--- src/rtl/line_dma_pkg.sv ---
package line_dma_pkg;
  typedef enum logic [2:0] {
    ST_IDLE,
    ST_FILL,
    ST_COMMIT,
    ST_FETCH,
    ST_DRAIN
  } dma_state_t;
endpackage

--- src/rtl/line_dma_store.sv ---
module line_dma_store #(
  parameter int HW_W    = 16,
  parameter int LINE_HW = 32,
  localparam int IDX_W  = $clog2(LINE_HW),
  localparam int LINE_W = HW_W * LINE_HW
) (
  input  logic              clk,
  input  logic              wr_en,
  input  logic [IDX_W-1:0]  wr_idx,
  input  logic [HW_W-1:0]   wr_data,
  input  logic              ld_en,
  input  logic [LINE_W-1:0] ld_line,
  output logic [LINE_W-1:0] line_q
);
  // One register per halfword slot: a whole line is loaded or presented in one cycle.
  for (genvar g = 0; g < LINE_HW; g++) begin : g_slot
    logic [HW_W-1:0] slot_q;
    always_ff @(posedge clk) begin
      if (ld_en)
        slot_q <= ld_line[g*HW_W +: HW_W];
      else if (wr_en && (wr_idx == IDX_W'(g)))
        slot_q <= wr_data;
    end
    assign line_q[g*HW_W +: HW_W] = slot_q;
  end
endmodule

--- src/rtl/line_dma_seq.sv ---
module line_dma_seq
  import line_dma_pkg::*;
#(
  parameter int ADDR_W  = 32,
  parameter int CNT_W   = 16,
  parameter int HW_W    = 16,
  parameter int LINE_HW = 32,
  localparam int PTR_W  = $clog2(LINE_HW)
) (
  input  logic              clk,
  input  logic              rst,
  input  logic              start,
  input  logic              dir_out,
  input  logic [ADDR_W-1:0] base_addr,
  input  logic [CNT_W-1:0]  line_count,
  input  logic              cpu_push,
  input  logic [HW_W-1:0]   cpu_push_data,
  input  logic              cpu_pop,
  input  logic              dev_in_valid,
  input  logic [HW_W-1:0]   dev_in_data,
  input  logic              dev_out_ready,
  input  logic              dev_stop,
  input  logic              mem_rd_valid,
  output dma_state_t        state_o,
  output logic [PTR_W-1:0]  ptr_o,
  output logic [ADDR_W-1:0] addr_o,
  output logic              done_o,
  output logic              wr_en,
  output logic [PTR_W-1:0]  wr_idx,
  output logic [HW_W-1:0]   wr_data,
  output logic              ld_en
);
  localparam int LINE_BYTES           = LINE_HW * HW_W / 8;
  localparam logic [PTR_W-1:0]  LAST  = PTR_W'(LINE_HW - 1);
  localparam logic [ADDR_W-1:0] STEP  = ADDR_W'(LINE_BYTES);
  localparam logic [ADDR_W-1:0] OFSM  = ADDR_W'(LINE_BYTES - 1);

  dma_state_t        st;
  logic [PTR_W-1:0]  ptr;
  logic [ADDR_W-1:0] addr;
  logic [CNT_W-1:0]  left;
  logic              stop_q;
  logic              done_q;

  logic go, push_ok, dev_acc, fill_wr, drain_adv, last_left;

  always_comb begin
    go        = start && (line_count != '0);
    push_ok   = cpu_push && ((st == ST_IDLE && !go) || st == ST_FILL);
    dev_acc   = (st == ST_FILL) && dev_in_valid && !cpu_push;
    fill_wr   = push_ok || dev_acc;
    drain_adv = (st == ST_DRAIN) && (cpu_pop || dev_out_ready);
    last_left = (left == CNT_W'(1));
  end

  always_ff @(posedge clk) begin
    if (rst) begin
      st     <= ST_IDLE;
      ptr    <= '0;
      addr   <= '0;
      left   <= '0;
      stop_q <= 1'b0;
      done_q <= 1'b0;
    end else begin
      done_q <= 1'b0;
      case (st)
        ST_IDLE: begin
          if (go) begin
            addr   <= base_addr & ~OFSM;
            left   <= line_count;
            stop_q <= 1'b0;
            if (dir_out) begin
              ptr <= '0;
              st  <= ST_FETCH;
            end else begin
              st  <= ST_FILL;
            end
          end else if (push_ok) begin
            ptr <= ptr + 1'b1;
          end
        end
        ST_FILL: begin
          if (fill_wr) ptr <= ptr + 1'b1;
          if (fill_wr && ptr == LAST) begin
            st     <= ST_COMMIT;
            stop_q <= dev_stop;
          end else if (dev_stop) begin
            st     <= ST_IDLE;
            done_q <= 1'b1;
          end
        end
        ST_COMMIT: begin
          addr <= addr + STEP;
          left <= left - 1'b1;
          if (last_left || stop_q || dev_stop) begin
            st     <= ST_IDLE;
            done_q <= 1'b1;
          end else begin
            st <= ST_FILL;
          end
        end
        ST_FETCH: begin
          if (dev_stop) begin
            st     <= ST_IDLE;
            done_q <= 1'b1;
          end else if (mem_rd_valid) begin
            st <= ST_DRAIN;
          end
        end
        ST_DRAIN: begin
          if (drain_adv) ptr <= ptr + 1'b1;
          if (drain_adv && ptr == LAST) begin
            addr <= addr + STEP;
            left <= left - 1'b1;
            if (last_left || dev_stop) begin
              st     <= ST_IDLE;
              done_q <= 1'b1;
            end else begin
              st <= ST_FETCH;
            end
          end else if (dev_stop) begin
            st     <= ST_IDLE;
            done_q <= 1'b1;
          end
        end
        default: st <= ST_IDLE;
      endcase
    end
  end

  assign state_o = st;
  assign ptr_o   = ptr;
  assign addr_o  = addr;
  assign done_o  = done_q;
  assign wr_en   = fill_wr;
  assign wr_idx  = ptr;
  assign wr_data = cpu_push ? cpu_push_data : dev_in_data;
  assign ld_en   = (st == ST_FETCH) && mem_rd_valid && !dev_stop;
endmodule

--- src/rtl/line_dma_channel.sv ---
module line_dma_channel
  import line_dma_pkg::*;
#(
  parameter int ADDR_W  = 32,
  parameter int CNT_W   = 16,
  parameter int HW_W    = 16,
  parameter int LINE_HW = 32,
  localparam int PTR_W  = $clog2(LINE_HW),
  localparam int LINE_W = HW_W * LINE_HW
) (
  input  logic              clk,
  input  logic              rst,
  input  logic              start,
  input  logic              dir_out,
  input  logic [ADDR_W-1:0] base_addr,
  input  logic [CNT_W-1:0]  line_count,
  output logic              busy,
  output logic              done,
  output logic [PTR_W-1:0]  ptr,
  output logic [ADDR_W-1:0] line_addr,
  input  logic              cpu_push,
  input  logic [HW_W-1:0]   cpu_push_data,
  input  logic              cpu_pop,
  output logic [HW_W-1:0]   cpu_pop_data,
  input  logic [PTR_W-1:0]  peek_idx,
  output logic [HW_W-1:0]   peek_data,
  input  logic              dev_in_valid,
  input  logic [HW_W-1:0]   dev_in_data,
  output logic              dev_in_ready,
  output logic              dev_out_valid,
  output logic [HW_W-1:0]   dev_out_data,
  input  logic              dev_out_ready,
  input  logic              dev_stop,
  output logic              mem_wr_valid,
  output logic [ADDR_W-1:0] mem_wr_addr,
  output logic [LINE_W-1:0] mem_wr_data,
  output logic              mem_rd_req,
  output logic [ADDR_W-1:0] mem_rd_addr,
  input  logic              mem_rd_valid,
  input  logic [LINE_W-1:0] mem_rd_data
);
  dma_state_t        st;
  logic              wr_en, ld_en;
  logic [PTR_W-1:0]  wr_idx;
  logic [HW_W-1:0]   wr_data;
  logic [LINE_W-1:0] line_q;

  line_dma_seq #(
    .ADDR_W(ADDR_W), .CNT_W(CNT_W), .HW_W(HW_W), .LINE_HW(LINE_HW)
  ) u_seq (
    .clk(clk), .rst(rst), .start(start), .dir_out(dir_out),
    .base_addr(base_addr), .line_count(line_count),
    .cpu_push(cpu_push), .cpu_push_data(cpu_push_data), .cpu_pop(cpu_pop),
    .dev_in_valid(dev_in_valid), .dev_in_data(dev_in_data),
    .dev_out_ready(dev_out_ready), .dev_stop(dev_stop),
    .mem_rd_valid(mem_rd_valid),
    .state_o(st), .ptr_o(ptr), .addr_o(line_addr), .done_o(done),
    .wr_en(wr_en), .wr_idx(wr_idx), .wr_data(wr_data), .ld_en(ld_en)
  );

  line_dma_store #(.HW_W(HW_W), .LINE_HW(LINE_HW)) u_store (
    .clk(clk), .wr_en(wr_en), .wr_idx(wr_idx), .wr_data(wr_data),
    .ld_en(ld_en), .ld_line(mem_rd_data), .line_q(line_q)
  );

  always_ff @(posedge clk) begin
    if (rst) begin
      cpu_pop_data <= '0;
      peek_data    <= '0;
    end else begin
      if (st == ST_DRAIN && cpu_pop)
        cpu_pop_data <= line_q[int'(ptr)*HW_W +: HW_W];
      peek_data <= line_q[int'(peek_idx)*HW_W +: HW_W];
    end
  end

  assign busy          = (st != ST_IDLE);
  assign dev_in_ready  = (st == ST_FILL) && !cpu_push;
  assign dev_out_valid = (st == ST_DRAIN);
  assign dev_out_data  = line_q[int'(ptr)*HW_W +: HW_W];
  assign mem_wr_valid  = (st == ST_COMMIT);
  assign mem_wr_addr   = line_addr;
  assign mem_wr_data   = line_q;
  assign mem_rd_req    = (st == ST_FETCH);
  assign mem_rd_addr   = line_addr;
endmodule

--- config.mk ---
export PLATFORM = sky130hd
export DESIGN_NAME = line_dma_channel
export DESIGN_NICKNAME = d
export VERILOG_FILES = /design/src/rtl/line_dma_pkg.sv /design/src/rtl/line_dma_store.sv /design/src/rtl/line_dma_seq.sv /design/src/rtl/line_dma_channel.sv
export SDC_FILE = /design/constraint.sdc
export NUM_CORES = 1
export LEC_CHECK = 0
export ABC_AREA = 1
export CAP_MARGIN = 5
export CORE_AREA = 2 2 501 503
export CTS_CLUSTER_DIAMETER = 200
export DETAILED_ROUTE_END_ITERATION = 6
export DIE_AREA = 0 0 503 505
export PLACE_DENSITY = 0.42
export SETUP_SLACK_MARGIN = 0.1
export SLEW_MARGIN = 5
export SYNTH_ARGS = -nofsm -noshare
export SYNTH_HDL_FRONTEND = slang
export SYNTH_HIERARCHICAL = 1
export SYNTH_SLANG_ARGS = --single-unit
--- constraint.sdc ---
create_clock -name clk -period 5.9 [get_ports clk]
set_clock_uncertainty 0.1 [all_clocks]
set_input_delay 1.475 -clock clk [delete_from_list [all_inputs] [get_ports clk]]
set_output_delay 1.475 -clock clk [all_outputs]
set_load 0.02 [all_outputs]
# --- Word-level counts from Yosys, hierarchy flattened ---
# Index checks and enable logic that the tools add are counted.
totals:
  ff_bits: 602
  latchBits: 0
  mem_bits_rw: 0
  mem_bits_ro: 0
  wordCells: 280
  mem_count: 0
classes:
  add_sub_neg: 3
  n_mul: 0
  div: 0
  n_lt_le_gt_ge: 0
  n_eq_ne: 44
  shift: 2
  mux: 96
  n_bitwise: 0
  reduce_logical: 95
op_table:
  columns: ["op", "count"]
  rows:
  - ["16-bit two-way mux", 67]
  - ["512-bit by 10-bit variable part select with 16-bit output", 2]
  - ["32-bit one-hot mux with 3 select lines", 1]
  - ["5-bit equality test, second input constant", 16]
  - ["2-bit nonzero test", 33]
  - ["32-bit two-way mux", 2]
  - ["16-bit one-hot mux with 3 select lines", 1]
  - ["1-bit logical AND", 43]
  - ["5-bit by 4-bit equality test with 1-bit output, second input constant", 8]
  - ["32-bit by 7-bit adder with 32-bit output, second input constant", 1]
  - ["5-bit two-way mux", 5]
  - ["5-bit by 3-bit equality test with 1-bit output, second input constant", 4]
  - ["3-bit two-way mux", 6]
  - ["16-bit by 1-bit equality test with 1-bit output, second input constant", 1]
  - ["16-bit nonzero test", 1]
  - ["16-bit by 1-bit subtractor with 16-bit output, second input constant", 1]
  - ["3-bit one-hot mux with 5 select lines", 1]
  - ["5-bit one-hot mux with 3 select lines", 1]
  - ["5-bit by 2-bit equality test with 1-bit output, second input constant", 2]
  - ["2-bit by 1-bit != test with 1-bit output, second input constant", 5]
  - ["3-bit nonzero test", 3]
  - ["1-bit two-way mux", 8]
  - ["3-bit by 2-bit equality test with 1-bit output, second input constant", 2]
  - ["1-bit logical OR", 6]
  - ["16 further kinds", 20]

# --- Logic depth before layout (Yosys ltp) ---
depth:
  depth_word: 10
  depth_mapped: 14
  ltp_nobuf: 13

# --- By module ---
# The synthesis kept the hierarchy.
modules_own_cells:
  columns: ["module", "n_inst", "cells_each", "area_each_um2", "seq_area_each_um2"]
  rows:
  - ["line_dma_store", 1, 1748, 20246.9, 15374.7]
  - ["line_dma_channel", 1, 2487, 11642.4, 640.6]
  - ["line_dma_seq", 1, 638, 3872.5, 1041.0]

# --- Worst setup path before layout ---
# Ideal clock, no wire load.
synth_path:
  path_type: "input port to output port"
  from: "in cpu_push"
  to: "out dev_in_ready"
  arrival_ns: 2.102
  required_time_ns: 4.325
  slack_ns: 2.223
  cell_stages: 1
  cell_sequence: "nor4_1"
synth_via:
  elab_chain_len: 2
synth_rtl:
  columns: ["item", "line", "source"]
  rows:
  - ["from (decl)", "line_dma_channel.sv:21", "input logic cpu_push,"]
  - ["1-bit zero test", "line_dma_channel.sv:78", "assign dev_in_ready = (st == ST_FILL) && !cpu_push;"]
  - ["1-bit logical AND", "line_dma_channel.sv:78", null]
  - ["to (decl)", "line_dma_channel.sv:29", "output logic dev_in_ready,"]
# No other way between the ends.

# --- Final worst setup path ---
layout_path:
  from: "reg u_seq.ptr[0], in the netlist u_seq/ptr_o[0]"
  to: "out dev_out_data[7]"
layout_via:
  elab_chain_len: 1
layout_rtl:
  columns: ["item", "line", "source"]
  rows:
  - ["from (decl)", "line_dma_seq.sv:39", "logic [PTR_W-1:0] ptr;"]
  - ["from (signal assigned)", "line_dma_seq.sv:79", "ptr <= ptr + 1'b1;"]
  - ["from (signal assigned)", "line_dma_seq.sv:83", "if (fill_wr) ptr <= ptr + 1'b1;"]
  - ["from (signal assigned)", "line_dma_seq.sv:111", "if (drain_adv) ptr <= ptr + 1'b1;"]
  - ["512-bit by 10-bit variable part select with 16-bit output", "line_dma_channel.sv:80", "assign dev_out_data = line_q[int'(ptr)*HW_W +: HW_W];"]
  - ["to (decl)", "line_dma_channel.sv:31", "output logic [HW_W-1:0] dev_out_data,"]
# No other way between the ends.

==> metrics <==
launch point of the worst path u_seq/ptr_o[0]; sequential area share after synthesis 47.69%; GP Congestion 0.8701; postcts setup bufs 0; core area 248200 um^2; MaxCap Viol Count 0; fmax 0.1803 GHz; dpl ws 606.1 ps; H-Tree Depth 3; hold path startpoint u_seq/left[13]; layout cells sized above 1 5.797%; Worst-Margin Slew 1190 ps; crit path capture type output port; normalized max-slew margin 20.35%; GRT Total Usage 22.49%; Worst-path clk slew 60 ps; total negative slack 0 ps; WP data required 4320 ps; CTS tree done; setup ws final 353.2 ps; Netlist Area Pre-Place 35760 um^2; fin nets 6538; Yosys cell types 43; Setup Crit Path Kind flip-flop to output port; Reg2Reg Depth 11; DRC Markers 0; grt ovf 0; final antenna-violating net count 0; Hold Crit Class flip-flop to flip-flop; Yosys warning total 6; chip height 505 um; r2r setup slk 2440 ps; CTS Hold Bufs 0; total CTS buffers 81; crit-path max FO 84; Peak supply drop 0.0002031 V; Crit Reg-Reg Endpoint u_store/g_slot[8].slot_q[15]; WL per Instance 31.83 um; FF+latch count, synth 596; leakage 20.95 nW; # rows 183; Max Slew Vio Count 0; DR pass1 iterations 6; Tcrit/Tclk final 94.01%; pwr/cell area 262.3 nW/um^2; top-level I/O count 1274; vias per inst 4.336; Starting Density 14.41%; post_cts resized 0; worst skew pair latency 740 ps; reg2reg start u_seq/state_o[2]; IO Port Bufs 1249; Syn Area/Cell 7.339 um^2; initial antenna violation count 73; DIE AREA 254000 um^2; final hold viol count 0; vias in the first global route 39320; root buffer cell clkbuf_16; DRT Wirelength 297500 um; first-pass GRT wire length 381200 um; CP Launch Type flip-flop; CP Data Arrival Time 3970 ps; hpwl dp 234700 um; clk sinks 596; Clock Path Buffers 3; status finished clean; largest net degree at the start of global routing 123; RSZ-0062 raised after global routing no; vias 40540; min Tclk post-route 5547 ps; synth-to-layout area growth 51.40%; Synth Instances 4873; DRT iter0 DRCs 4063; Die Wd 503 um; final hold slack 380.8 ps; endpoints failing setup 0; Critical Path Sink dev_out_data[7]
worst min path at each step:
stage / to / depth (start not counted)
floorplan: u_seq/stop_q / 2
global placement: u_seq/left[13] / 2
detailed placement: u_seq/left[11] / 2
CTS: u_seq/left[13] / 2
global route: u_seq/left[13] / 2
finish: u_seq/left[13] / 2
cell usage after synthesis:
cell type / count / share of area, %
clkinv_2: 1 / 0.014
inv_2: 8 / 0.084
buf_4: 114 / 2.4
xnor2_1: 4 / 0.098
o221ai_2: 1 / 0.042
o22ai_1: 13 / 0.23
xor2_1: 8 / 0.20
buf_6: 21 / 0.66
o21ai_1: 50 / 0.70
nor2_4: 4 / 0.13
edfxtp_1: 512 / 43
nor3_1: 12 / 0.17
a31oi_1: 14 / 0.24
nand3b_1: 4 / 0.084
a21oi_1: 101 / 1.4
o211ai_1: 8 / 0.17
nand2_1: 2353 / 25
or2_2: 10 / 0.17
nand2_2: 19 / 0.33
a21oi_2: 5 / 0.12
nand4_1: 9 / 0.16
clkbuf_1: 71 / 0.75
o211ai_2: 4 / 0.14
o221ai_1: 6 / 0.15
conb_1: 1 / 0.010
buf_2: 201 / 2.8
nor2_1: 248 / 2.6
dfxtp_1: 84 / 4.7
nor4_1: 3 / 0.052
nand4_2: 1 / 0.035
nand3_1: 719 / 10
o31ai_1: 14 / 0.29
clkinv_4: 1 / 0.024
and2_1: 1 / 0.018
o21ai_0: 127 / 1.8
clkinv_1: 2 / 0.021
nor3b_1: 2 / 0.042
a211oi_1: 1 / 0.021
buf_1: 28 / 0.29
inv_1: 79 / 0.83
o21bai_1: 2 / 0.042
nor3_2: 2 / 0.056
ha_1: 5 / 0.17
registers in the layout (all words and copies together) (netlist names), 3 cells and up:
name / cells
cpu_pop_data: 16
peek_data: 16
u_seq/addr_o: 26
u_seq/left: 16
u_seq/ptr_o: 5
u_seq/state_o: 3
u_store/g_slot.slot_q: 512
cells by family after synthesis:
logic type / synth area share (%)
buffers and inverters: 7.879
XOR/XNOR: 0.2939
AND/OR/NAND/NOR: 38.61
AO/OA/AOI/OAI: 5.339
other: 0.01049
adder cells (fa/ha/maj): 0.1749
flip-flops: 47.69
stage by stage:
step / cell area, um^2 / cells / power, mW / util (%)
after global placement: 51500 / 9170 / 9.469 / 20.75
final: 54140 / 9348 / 14.20 / 21.81
after CTS: 54060 / 9316 / 14.48 / 21.78
after detailed placement: 51560 / 9173 / 9.504 / 20.77
after global routing: 54090 / 9325 / 14.84 / 21.79
after floorplan: 35780 / 4878 / 7.071 / -
worst max-delay path, cell delays in order (launching register included):
cell             delay [ps]
dfxtp_4                 460
clkinv_8                350
buf_4                   420
nand2_1                  80
nand3_1                  70
nand3_1                 170
nand2_1                 260
nand2_1                 130
nand3_1                 210
nand2_1                 310
inv_1                    80
clkdlybuf4s50_1         540
cells in the final DEF, fill, tap and decap left out, drive strengths merged:
master	n
nand2	2372
clkdlybuf4s50	1241
nand3	719
edfxtp	512
nor2	252
o21ai	177
buf	158
clkbuf	108
a21oi	106
inv	97
dfxtp	84
diode	32
clkinv	22
o31ai	14
a31oi	14
nor3	14
o22ai	13
o211ai	12
or2	10
nand4	10
xor2	8
o221ai	7
conb	6
clkinvlp	5
ha	5
nand3b	4
xnor2	4
nor4	3
bufinv	3
nor3b	2
o21bai	2
and2	1
a211oi	1
routing by layer:
metal / share of wire (%) / global-route usage, % / routed length [um]
met5: 0.096 / 0 / 286
met4: 4.0 / 8.425 / 11880
met3: 7.8 / 5.474 / 23250
met2: 49 / 38.93 / 145300
met1: 39 / 26.64 / 116800
power by group:
group          leakage [nW]  switching (mW)  total [mW]  internal, mW
clock network          1.21            2.15        4.89          2.74
logic                  14.4            2.90        4.31          1.41
registers              5.33           0.238        5.00          4.76
total                  20.9            5.29        14.2          8.91
final cells by class:
cell class | instances | area, um^2
Timing Repair Buffer | 1400 | 14010
Antenna cell | 32 | 80.08
Multi-Input combinational cell | 3756 | 15940
Clock inverter | 36 | 322.8
Sequential cell | 596 | 17070
Tap cell | 3330 | 4167
Clock buffer | 107 | 2177
Fill cell | 27860 | 194100
Inverter | 91 | 381.6
Note: power is estimated with default switching activity, not from simulation.
